`src/rtl/rxf_pkg.sv`:
```
package rxf_pkg;
  typedef enum logic [2:0] {
    ST_SRCH,
    ST_SYNC,
    ST_HDR,
    ST_LEN,
    ST_PAY
  } rxf_st_e;
endpackage

```
`src/rtl/rxf_pre_det.sv`:
```
module rxf_pre_det #(
  parameter int NIB_W  = 9,
  parameter int SETTLE = 16
) (
  input  logic             clk_i,
  input  logic             rst_ni,
  input  logic             en_i,
  input  logic             act_i,
  input  logic             bit_vld_i,
  input  logic             bit_i,
  input  logic [NIB_W-1:0] pre_nib_i,
  output logic             hit_o,
  output logic             inv_o
);
  localparam int RUN_W = NIB_W + 2;
  localparam int SET_W = $clog2(SETTLE + 1);

  logic [RUN_W-1:0] run_q, run_nx, thr;
  logic [SET_W-1:0] settle_q;
  logic             prev_q;
  logic             settled;

  assign settled = (settle_q == SET_W'(SETTLE));
  assign thr     = {((pre_nib_i == '0) ? NIB_W'(1) : pre_nib_i), 2'b00};

  always_comb begin
    if (run_q != '0 && bit_i != prev_q)
      run_nx = (run_q == '1) ? run_q : run_q + 1'b1;
    else
      run_nx = RUN_W'(1);
  end

  assign hit_o = act_i && bit_vld_i && (run_nx >= thr);

  always_ff @(posedge clk_i or negedge rst_ni) begin
    if (!rst_ni) begin
      run_q    <= '0;
      settle_q <= '0;
      prev_q   <= 1'b0;
      inv_o    <= 1'b0;
    end else if (!en_i) begin
      run_q    <= '0;
      settle_q <= '0;
      prev_q   <= 1'b0;
      inv_o    <= 1'b0;
    end else begin
      inv_o <= 1'b0;
      if (!act_i) run_q <= '0;
      if (bit_vld_i) begin
        prev_q <= bit_i;
        if (!settled) settle_q <= settle_q + 1'b1;
        if (act_i) begin
          run_q <= run_nx;
          inv_o <= settled && (run_q != '0) && (bit_i == prev_q);
        end
      end
    end
  end

  // a break pulse only follows a received bit
  a_r2_inv_on_bit: assert property (@(posedge clk_i) disable iff (!rst_ni)
    inv_o |-> $past(bit_vld_i) && $past(act_i));
endmodule

```
`src/rtl/rxf_sync_match.sv`:
```
module rxf_sync_match (
  input  logic [31:0] win_i,
  input  logic [31:0] word_i,
  input  logic [1:0]  len_i,
  output logic        match_o
);
  logic [5:0]  sa;
  logic [31:0] msk, pat;

  assign sa      = {1'b0, ~len_i, 3'b000};
  assign msk     = 32'hFFFF_FFFF >> sa;
  assign pat     = word_i >> sa;
  assign match_o = ((win_i ^ pat) & msk) == 32'h0;
endmodule

```
`src/rtl/rxf_hdr_chk.sv`:
```
module rxf_hdr_chk #(
  parameter int NB = 4
) (
  input  logic [8*NB-1:0] raw_i,
  input  logic [2:0]      cnt_i,
  input  logic [8*NB-1:0] chk_i,
  input  logic [8*NB-1:0] mask_i,
  input  logic [NB-1:0]   bcast_i,
  output logic            pass_o
);
  localparam int W = 8 * NB;

  logic [W-1:0]  al;
  logic [NB-1:0] ok;
  logic [5:0]    sa;

  assign sa = {3'(3'(NB) - cnt_i), 3'b000};
  assign al = raw_i << sa;

  for (genvar i = 0; i < NB; i++) begin : g_byte
    logic [7:0] rb, cb, mb;
    logic       used;
    assign rb    = al[8*i +: 8];
    assign cb    = chk_i[8*i +: 8];
    assign mb    = mask_i[8*i +: 8];
    assign used  = (int'(cnt_i) + i) >= NB;
    assign ok[i] = !used || (((rb ^ cb) & mb) == 8'h00) ||
                   (bcast_i[i] && rb == 8'hFF);
  end

  assign pass_o = &ok;
endmodule

```
`src/rtl/rx_pkt_framer.sv`:
```
module rx_pkt_framer
  import rxf_pkg::*;
#(
  parameter int NIB_W  = 9,
  parameter int TMO_W  = 16,
  parameter int SETTLE = 16
) (
  input  logic             clk_i,
  input  logic             rst_ni,
  input  logic             rx_en_i,
  input  logic             bit_vld_i,
  input  logic             bit_i,
  input  logic [NIB_W-1:0] pre_nib_i,
  input  logic [1:0]       sync_len_i,
  input  logic [31:0]      sync_word_i,
  input  logic [TMO_W-1:0] sync_tmo_i,
  input  logic [2:0]       hdr_len_i,
  input  logic [31:0]      hdr_chk_i,
  input  logic [31:0]      hdr_mask_i,
  input  logic [3:0]       bcast_en_i,
  input  logic             fix_len_en_i,
  input  logic [7:0]       fix_len_i,
  output logic [7:0]       data_o,
  output logic             data_vld_o,
  output logic [7:0]       pkt_len_o,
  output logic             pre_vld_o,
  output logic             pre_inv_o,
  output logic             sync_det_o,
  output logic             hdr_err_o,
  output logic             pkt_vld_o
);
  localparam int HDR_MAX = 4;

  rxf_st_e          st_q;
  logic [31:0]      sh_q, sh_nx, hreg_q, hdr_nx;
  logic [2:0]       bitc_q, hcnt_q, hcnt_nx, hk;
  logic [7:0]       len_q, pcnt_q, data_q, byte_nx;
  logic [TMO_W-1:0] tmo_q;
  logic             dvld_q, pvld_q, herr_q;
  logic             pre_hit, sync_hit, hdr_pass, byte_done, tmo_end;

  assign sh_nx     = {sh_q[30:0], bit_i};
  assign byte_nx   = sh_nx[7:0];
  assign byte_done = bit_vld_i && (bitc_q == 3'd7);
  assign hk        = (hdr_len_i > 3'(HDR_MAX)) ? 3'(HDR_MAX) : hdr_len_i;
  assign hdr_nx    = {hreg_q[23:0], byte_nx};
  assign hcnt_nx   = hcnt_q + 1'b1;
  assign tmo_end   = ({1'b0, tmo_q} + 1'b1) >= {1'b0, sync_tmo_i};

  rxf_pre_det #(.NIB_W(NIB_W), .SETTLE(SETTLE)) u_pre (
    .clk_i     (clk_i),
    .rst_ni    (rst_ni),
    .en_i      (rx_en_i),
    .act_i     (st_q == ST_SRCH),
    .bit_vld_i (bit_vld_i),
    .bit_i     (bit_i),
    .pre_nib_i (pre_nib_i),
    .hit_o     (pre_hit),
    .inv_o     (pre_inv_o)
  );

  rxf_sync_match u_sync (
    .win_i   (sh_nx),
    .word_i  (sync_word_i),
    .len_i   (sync_len_i),
    .match_o (sync_hit)
  );

  rxf_hdr_chk #(.NB(HDR_MAX)) u_hdr (
    .raw_i   (hdr_nx),
    .cnt_i   (hcnt_nx),
    .chk_i   (hdr_chk_i),
    .mask_i  (hdr_mask_i),
    .bcast_i (bcast_en_i),
    .pass_o  (hdr_pass)
  );

  always_ff @(posedge clk_i or negedge rst_ni) begin
    if (!rst_ni) begin
      st_q <= ST_SRCH; sh_q <= '0; hreg_q <= '0; bitc_q <= '0; hcnt_q <= '0;
      len_q <= '0; pcnt_q <= '0; data_q <= '0; tmo_q <= '0;
      dvld_q <= 1'b0; pvld_q <= 1'b0; herr_q <= 1'b0;
    end else if (!rx_en_i) begin
      st_q <= ST_SRCH; sh_q <= '0; hreg_q <= '0; bitc_q <= '0; hcnt_q <= '0;
      len_q <= '0; pcnt_q <= '0; data_q <= '0; tmo_q <= '0;
      dvld_q <= 1'b0; pvld_q <= 1'b0; herr_q <= 1'b0;
    end else begin
      dvld_q <= 1'b0;
      pvld_q <= 1'b0;
      herr_q <= 1'b0;
      if (bit_vld_i) begin
        sh_q   <= sh_nx;
        bitc_q <= bitc_q + 1'b1;
      end
      unique case (st_q)
        ST_SRCH: if (pre_hit) begin
          st_q  <= ST_SYNC;
          tmo_q <= '0;
        end
        ST_SYNC: if (bit_vld_i) begin
          if (sync_hit) begin
            bitc_q <= '0;
            hcnt_q <= '0;
            pcnt_q <= '0;
            if (hk != 3'd0) st_q <= ST_HDR;
            else if (!fix_len_en_i) st_q <= ST_LEN;
            else begin
              len_q <= fix_len_i;
              if (fix_len_i == 8'd0) begin
                pvld_q <= 1'b1;
                st_q   <= ST_SRCH;
              end else st_q <= ST_PAY;
            end
          end else if (tmo_end) st_q <= ST_SRCH;
          else tmo_q <= tmo_q + 1'b1;
        end
        ST_HDR: if (byte_done) begin
          hreg_q <= hdr_nx;
          hcnt_q <= hcnt_nx;
          if (hcnt_nx == hk) begin
            if (!hdr_pass) begin
              herr_q <= 1'b1;
              st_q   <= ST_SRCH;
            end else if (!fix_len_en_i) st_q <= ST_LEN;
            else begin
              len_q <= fix_len_i;
              if (fix_len_i == 8'd0) begin
                pvld_q <= 1'b1;
                st_q   <= ST_SRCH;
              end else st_q <= ST_PAY;
            end
          end
        end
        ST_LEN: if (byte_done) begin
          len_q <= byte_nx;
          if (byte_nx == 8'd0) begin
            pvld_q <= 1'b1;
            st_q   <= ST_SRCH;
          end else st_q <= ST_PAY;
        end
        ST_PAY: if (byte_done) begin
          data_q <= byte_nx;
          dvld_q <= 1'b1;
          pcnt_q <= pcnt_q + 1'b1;
          if ((pcnt_q + 1'b1) == len_q) begin
            pvld_q <= 1'b1;
            st_q   <= ST_SRCH;
          end
        end
        default: st_q <= ST_SRCH;
      endcase
    end
  end

  assign data_o     = data_q;
  assign data_vld_o = dvld_q;
  assign pkt_len_o  = len_q;
  assign pkt_vld_o  = pvld_q;
  assign hdr_err_o  = herr_q;
  assign pre_vld_o  = (st_q == ST_SYNC);
  assign sync_det_o = (st_q == ST_HDR) || (st_q == ST_LEN) || (st_q == ST_PAY);

  // break pulses only come from the search phase
  a_r2_inv_in_search: assert property (@(posedge clk_i) disable iff (!rst_ni)
    pre_inv_o |-> !$past(pre_vld_o) && !$past(sync_det_o));
  // sync is only reached through a detected preamble
  a_r3_sync_after_pre: assert property (@(posedge clk_i) disable iff (!rst_ni)
    $rose(sync_det_o) |-> $past(pre_vld_o));
  // rejection ends the packet with no payload
  a_r7_herr_drop: assert property (@(posedge clk_i) disable iff (!rst_ni)
    hdr_err_o |-> !sync_det_o && !data_vld_o && $past(sync_det_o));
  // payload only inside a synced packet
  a_r10_data_in_pkt: assert property (@(posedge clk_i) disable iff (!rst_ni)
    data_vld_o |-> $past(sync_det_o) && $past(bit_vld_i));
  // completion closes the packet
  a_r10_pkt_end: assert property (@(posedge clk_i) disable iff (!rst_ni)
    pkt_vld_o |-> !sync_det_o && !hdr_err_o && ($past(sync_det_o) || $past(pre_vld_o)));
  // disable clears the flags
  a_r11_disable: assert property (@(posedge clk_i) disable iff (!rst_ni)
    !rx_en_i |=> !pre_vld_o && !sync_det_o && !pkt_vld_o && !pre_inv_o);
endmodule

```
`config.mk`:
```
export PLATFORM = sky130hd
export DESIGN_NAME = rx_pkt_framer
export DESIGN_NICKNAME = d
export VERILOG_FILES = /design/src/rtl/rxf_pkg.sv /design/src/rtl/rxf_pre_det.sv /design/src/rtl/rxf_sync_match.sv /design/src/rtl/rxf_hdr_chk.sv /design/src/rtl/rx_pkt_framer.sv
export SDC_FILE = /design/constraint.sdc
export NUM_CORES = 1
export LEC_CHECK = 0
export BUFFER_PORTS_ARGS = -buffer_cell sky130_fd_sc_hd__buf_2
export CAP_MARGIN = 20
export CORE_MARGIN = 1
export CORE_UTILIZATION = 58
export DETAILED_ROUTE_END_ITERATION = 16
export PLACE_DENSITY = 0.82
export SLEW_MARGIN = 40
export SYNTH_ARGS = -nofsm -noshare
export SYNTH_HDL_FRONTEND = slang
export SYNTH_SLANG_ARGS = --single-unit
```
`constraint.sdc`:
```
create_clock -name clk_i -period 6.15 [get_ports clk_i]
set_input_delay 0.615 -clock clk_i [delete_from_list [all_inputs] [get_ports clk_i]]
set_output_delay 0.615 -clock clk_i [all_outputs]
set_load 0.005 [all_outputs]
```
==> flow_summary.ini, run 1 <==
[run_status]
outcome = complete, no violations

[drt]
first_iter_violations = 705
drc = 0
routed-via-count = 9102
first_pass_iters = 5
wl_um = 26600
routedWlPerCell_um = 18.0
final_antenna_net_count = 0
viasPerCell = 6.16

[layout]
final_area_um2 = 11100
area_growth_pct = 14.4
final_layout_size_suffix_gt1_share_pct = 19.4
fillers = 1348
antennaDiodeCount = 0
final_net_count = 1433

[critical_path]
slowest_delay_ns = 0.81
startpoint_type = flop
cp.required_ns = 6.47
cp-startpoint = hcnt_q[0]
slowest_stage = dfrtp_4
crit_family = compound AO/OA/AOI/OAI gates
critPathArrivalTime_ns = 5.22
crit_buf_inv = 0
cp-end-kind = flop
cp_max_fo = 62
crit_type = flop to flop
rr_startpoint = hcnt_q[0]
crit_chain = ha_1 > xor2_1 > ha_2 > or2_1 > o22ai_1 > mux2i_1 > a2111oi_2 > o2111a_1 > o211ai_2 > o31ai_4 > a21oi_1 > a311oi_1

[global_routing]
grt_pass1_wl_um = 44200
globalRouteOverflowTotal = 0
antenna_found_initial = 0
track_usage_pct = 31.8
grt_max_degree = 86
grt_pass1_vias = 8758

[floorplan]
dieArea_um2 = 17300
core_um2 = 16100
ioPinCount = 166
initial_utilization_pct = 60.3
rows = 46
die_y_um = 131
die_width_um = 131

[cts]
htree_num_levels = 4
postCtsSetupBuffers = 0
cts_buffer_depth = 2
cts_root_buf = clkbuf_16
clk_latency_ns = 0.42
cts_made_buffers = 17
post_cts_resized = 0
cts_tree = done
path_clk_slew_ns = 0.06
clock_sinks = 124
ctsHoldBuffers = 0

[logic_synthesis]
synth.most_common_cell = nand2_1
async_reset_ff_share_pct = 100
synthesis.nets = 1307
netlist_instances = 1125
synth-seq-area-share_pct = 31.9
synthDistinctLibCells = 79
yosys_warnings = 0
synth_area_leaders = dfrtp_1 (32%), mux2i_1 (11%), nand2_1 (6.1%), xnor2_1 (5.4%), ha_1 (4.9%)
synth.top_cells.by_count = nand2_1 (157), dfrtp_1 (124), mux2i_1 (107)
syn-cell-area_um2 = 9720
synth-edff-count = 0
netlist.area_leader.share_pct = 31.9
synthFlopType = dfrtp_1
synth-seq-cells = 124
syn_avg_cell_area_um2 = 8.64
synth_top_cell_by_area = dfrtp_1

[power_and_ir_drop]
power_mw = 2.28
intPower_mw = 1.63
irDropWorstVdd_mv = 0.213
power_frac_seq_pct = 37.8
swShare_pct = 28.2
combPwrFrac_pct = 17.9
leakage_nw = 5.20
clockPowerShare_pct = 44.3
pwr_density_cell_nw_per_um2 = 205
switching_power_uw = 643

[timing]
setup_ws_ns = 1.24
grt_setup_unrepaired = false
tightest_slew_ns = 0.812
relSlewSlack_pct = 45.7
setup_tns_ns = 0
skew_ns = 0.00615
hold_violations = 0
min_period_ns = 4.91
fmax_ghz = 0.204
slew_violations = 0
post-route-period-util_pct = 79.8
setup_viol = 0

[placed_design]
place_congestion = 0.954
dp_slack_ns = 1.10
io_buffers = 165
dp_hpwl_um = 19000
postPlaceCellArea_um2 = 10500

[job]
cap_violations = 0

[min_path]
hold_class = primary input to asynchronous set/reset pin
-- metal layers --
layer | up-vias | global-route usage, % | part of all wire [%]
li1 | 4281 | - | -
met1 | 4343 | 42.3 | 42
met2 | 425 | 51.4 | 47
met3 | 53 | 5.98 | 8.2
met4 | 0 | 11.8 | 2.4
met5 | - | 0 | 0
-- power groups by stage --
| stage | sequential, mW | clock, mW | combinational, mW |
|---|---|---|---|
| after floorplan | 0.860 | 0 | 0.261 |
| after global placement | 0.873 | 0 | 0.391 |
| after detailed placement | 0.874 | 0 | 0.399 |
| after CTS | 0.861 | 1.02 | 0.403 |
| after global routing | 0.863 | 1.05 | 0.452 |
| final | 0.862 | 1.01 | 0.408 |
-- layout make-up --
cell class | count | area, um^2 | area share (%)
timing repair buffer | 172 | 888 | 7.99
tap | 216 | 270 | 2.43
clock inverter | 8 | 118 | 1.06
sequential | 124 | 3110 | 27.9
multi-input combinational | 883 | 6080 | 54.6
clock buffer | 22 | 464 | 4.17
inverter | 53 | 199 | 1.79
-- registers in the layout, summed over array words and instances (netlist names), 3 cells and up --
register        flops
st_q                3
bitc_q              3
hcnt_q              3
u_pre.settle_q      5
sh_q               31
hreg_q             24
pcnt_q              8
tmo_q              16
data_o              8
pkt_len_o           8
u_pre.run_q        11
-- metrics by stage --
stage	instances	hold WS [ns]	utilization [%]
after floorplan	1125	0.319	-
after global placement	1448	0.486	65.2
after detailed placement	1448	0.502	65.4
after CTS	1478	0.211	69.0
after global routing	1478	0.249	69.0
final	1478	0.206	69.0
-- path summary, 6_finish.rpt --
| kind | end | slack, ns | cells past startpoint |
|---|---|---|---|
| worst max-delay path | pkt_len_o[7] | 1.24 | 12 |
| worst min-delay path | sh_q[10] | 0.21 | 1 |
| worst max register to register | pkt_len_o[7] | 1.24 | 12 |
| worst min register to register | pcnt_q[7] | 0.51 | 1 |
| max in group asynchronous | hcnt_q[0] | 4.77 | 2 |
| min in group clk_i | pcnt_q[7] | 0.51 | 1 |
-- layout by cell type (no fill, tap or decap), drive strengths merged, types with 4 or more instances in the layout --
cell type  Yosys  layout
nand3         50      50
clkbuf        32      22
and3          12      12
nand4         27      27
nand2        157     157
a31oi         14      14
xnor2         60      60
o211ai         4       4
clkinv         0       4
buf           33     172
nor2          91      91
dfrtp        124     124
nor2b          5       5
mux2i        107     107
nor3           8       8
a21o          11      11
a21oi         87      87
xor2          21      21
o221ai         4       4
o31ai          4       4
ha            38      38
a211oi        12      12
or3b           8       8
or2            6       6
mux4           4       4
a41o           4       4
inv           53      53
a2111oi       11      11
a22oi          6       6
nor4           9       9
o21ai         29      29
a311oi         9       9
nor4b          4       4
nand2b        26      26
o22ai          6       6
or3            4       4
nand4b         9       9
-- kinds of logic (layout without fill, tap and decap cells) --
| kind of cell | Yosys count | count (layout) | share of synthesized area, % |
|---|---|---|---|
| compound gates | 226 | 226 | 16.8 |
| xor+xnor | 81 | 81 | 7.30 |
| fa+ha+maj | 38 | 38 | 4.89 |
| buf+inv | 118 | 255 | 5.78 |
| flops | 124 | 124 | 31.9 |
| mux | 112 | 112 | 12.1 |
| simple gates | 426 | 426 | 21.2 |
Note: power is estimated with default switching activity, not from simulation.
==> run 2: changes to the inputs <==
==> constraint.sdc (replaced) <==
create_clock -name clk_i -period 4.75 [get_ports clk_i]
set_input_delay 0.475 -clock clk_i [delete_from_list [all_inputs] [get_ports clk_i]]
set_output_delay 0.475 -clock clk_i [all_outputs]
set_load 0.005 [all_outputs]
==> run 2 against run 1 <==
Against the previous run: hold slack got worse by 0.17 ns; die area did not move; clock skew rose by 0.0077 ns; sequential power rose by 29%.
==> flow_summary.ini, run 2 (synthesized netlist as in run 1, its figures left out) <==
[run_status]
outcome = complete, no violations

[power_and_ir_drop]
pwr_density_cell_nw_per_um2 = 281
intPower_mw = 2.33
power_frac_seq_pct = 35.0
leakage_nw = 5.30
switching_power_uw = 842
irDropWorstVdd_mv = 0.261
combPwrFrac_pct = 16.8
clockPowerShare_pct = 48.2
swShare_pct = 26.6

[layout]
area_growth_pct = 16.0
antennaDiodeCount = 0
post-route-util_pct = 70.0
final_net_count = 1442
reg.largest.list = sh_q: 31 flops, hreg_q: 24 flops, tmo_q: 16 flops
top_register = sh_q
final_cell_mix = buf_2 (164), nand2_1 (157), dfrtp_1 (123), mux2i_1 (107), nor2_1 (91)
final_layout_size_suffix_gt1_share_pct = 19.7
fillers = 1257
final_common_cell = buf_2
largest_reg_flops = 31

[global_routing]
track_usage_pct = 32.3
grt_pass1_vias = 9066
grt_pass1_wl_um = 44800
globalRouteOverflowTotal = 0
grt_max_degree = 72
antenna_found_initial = 0

[drt]
routed-via-count = 9207
wl_um = 26900
first_pass_iters = 5
viasPerCell = 6.18
first_iter_violations = 970
final_antenna_net_count = 0
drc = 0
routedWlPerCell_um = 18.1

[timing]
slew_violations = 0
grt_setup_unrepaired = false
min_period_ns = 4.05
setup_tns_ns = 0
fmax_ghz = 0.247
relSlewSlack_pct = 46.3
hold_violations = 0
setup_viol = 0
skew_ns = 0.0138
setup_ws_ns = 0.697
post-route-period-util_pct = 85.3
tightest_slew_ns = 0.806

[critical_path]
crit_type = flop to flop
cp_max_fo = 16
critPathArrivalTime_ns = 4.37
cp.required_ns = 5.07
cp-end-kind = flop
startpoint_type = flop

[cts]
ctsHoldBuffers = 0
clk_latency_ns = 0.42
path_clk_slew_ns = 0.06
htree_num_levels = 4
cts_buffer_depth = 2
post_cts_resized = 0
clock_sinks = 124
cts_made_buffers = 17
cts_tree = done
postCtsSetupBuffers = 0
cts_root_buf = clkbuf_16

[floorplan]
die_y_um = 131
ioPinCount = 166
rows = 46
core_um2 = 16100
dieArea_um2 = 17300
initial_utilization_pct = 60.3
die_width_um = 131

[job]
cap_violations = 0

[placed_design]
place_congestion = 0.984
dp_hpwl_um = 19200
dp_slack_ns = 0.778
io_buffers = 165

[min_path]
hold_class = primary input to asynchronous set/reset pin
run 2: worst paths after layout:
| check | start | to | slack (ns) | depth (start not counted) |
|---|---|---|---|---|
| min in group clk_i | fix_len_en_i | pkt_vld_o | 0.38 | 2 |
| worst max-delay path | hcnt_q[0] | pkt_len_o[7] | 0.70 | 12 |
| worst max register to register | hcnt_q[0] | pkt_len_o[7] | 0.70 | 12 |
| worst min register to register | pcnt_q[7] | pcnt_q[7] | 0.52 | 1 |
| max in group asynchronous | rst_ni | hcnt_q[0] | 3.64 | 2 |
| worst min-delay path | rst_ni | sh_q[13] | 0.04 | 1 |
run 2: critical path, cell delays in order (launching register included):
cell and delay [ns]:
dfrtp_2 0.43, ha_1 0.23, xor2_1 0.18, ha_1 0.43
or2_1 0.31, o22ai_1 0.29, xor2_1 0.14, a2111oi_2 0.40
o2111a_1 0.28, o211ai_2 0.14, o31ai_4 0.67, a21oi_1 0.16
a311oi_1 0.30
run 2: cell type report:
class	count	area (um^2)	share of cell area, %
Multi-Input combinational cell	883	6060	53.7
Sequential cell	124	3100	27.5
Timing Repair Buffer	181	958	8.50
Clock buffer	21	450	3.99
Tap cell	216	270	2.40
Clock inverter	11	239	2.12
Inverter	53	199	1.76
run 2: routing by layer:
metal	share of wire [%]	vias to the layer above	wire, um	track usage, %
met3	8.5	103	2300	6.10
met5	0	-	0	0
met4	3.8	0	1020	16.1
met2	47	490	12600	51.8
li1	-	4295	-	-
met1	41	4319	11000	41.6
run 2: per-stage QoR:
step	area [um^2]	power, mW	hold slack (ns)	instances
after detailed placement	10600	1.65	0.502	1456
after global routing	11300	3.30	0.0736	1489
after global placement	10600	1.64	0.482	1456
after CTS	11300	3.18	0.0547	1488
final	11300	3.17	0.0393	1489
after floorplan	9720	1.45	0.179	1125
run 2: power groups by stage:
stage          Combinational, mW  Clock (mW)  Sequential, mW
4_1_cts                    0.525        1.55            1.11
3_5_place_dp               0.519           0            1.13
6_report                   0.531        1.53            1.11
3_3_place_gp               0.510           0            1.13
2_1_floorplan              0.338           0            1.11
5_1_grt                    0.584        1.60            1.11
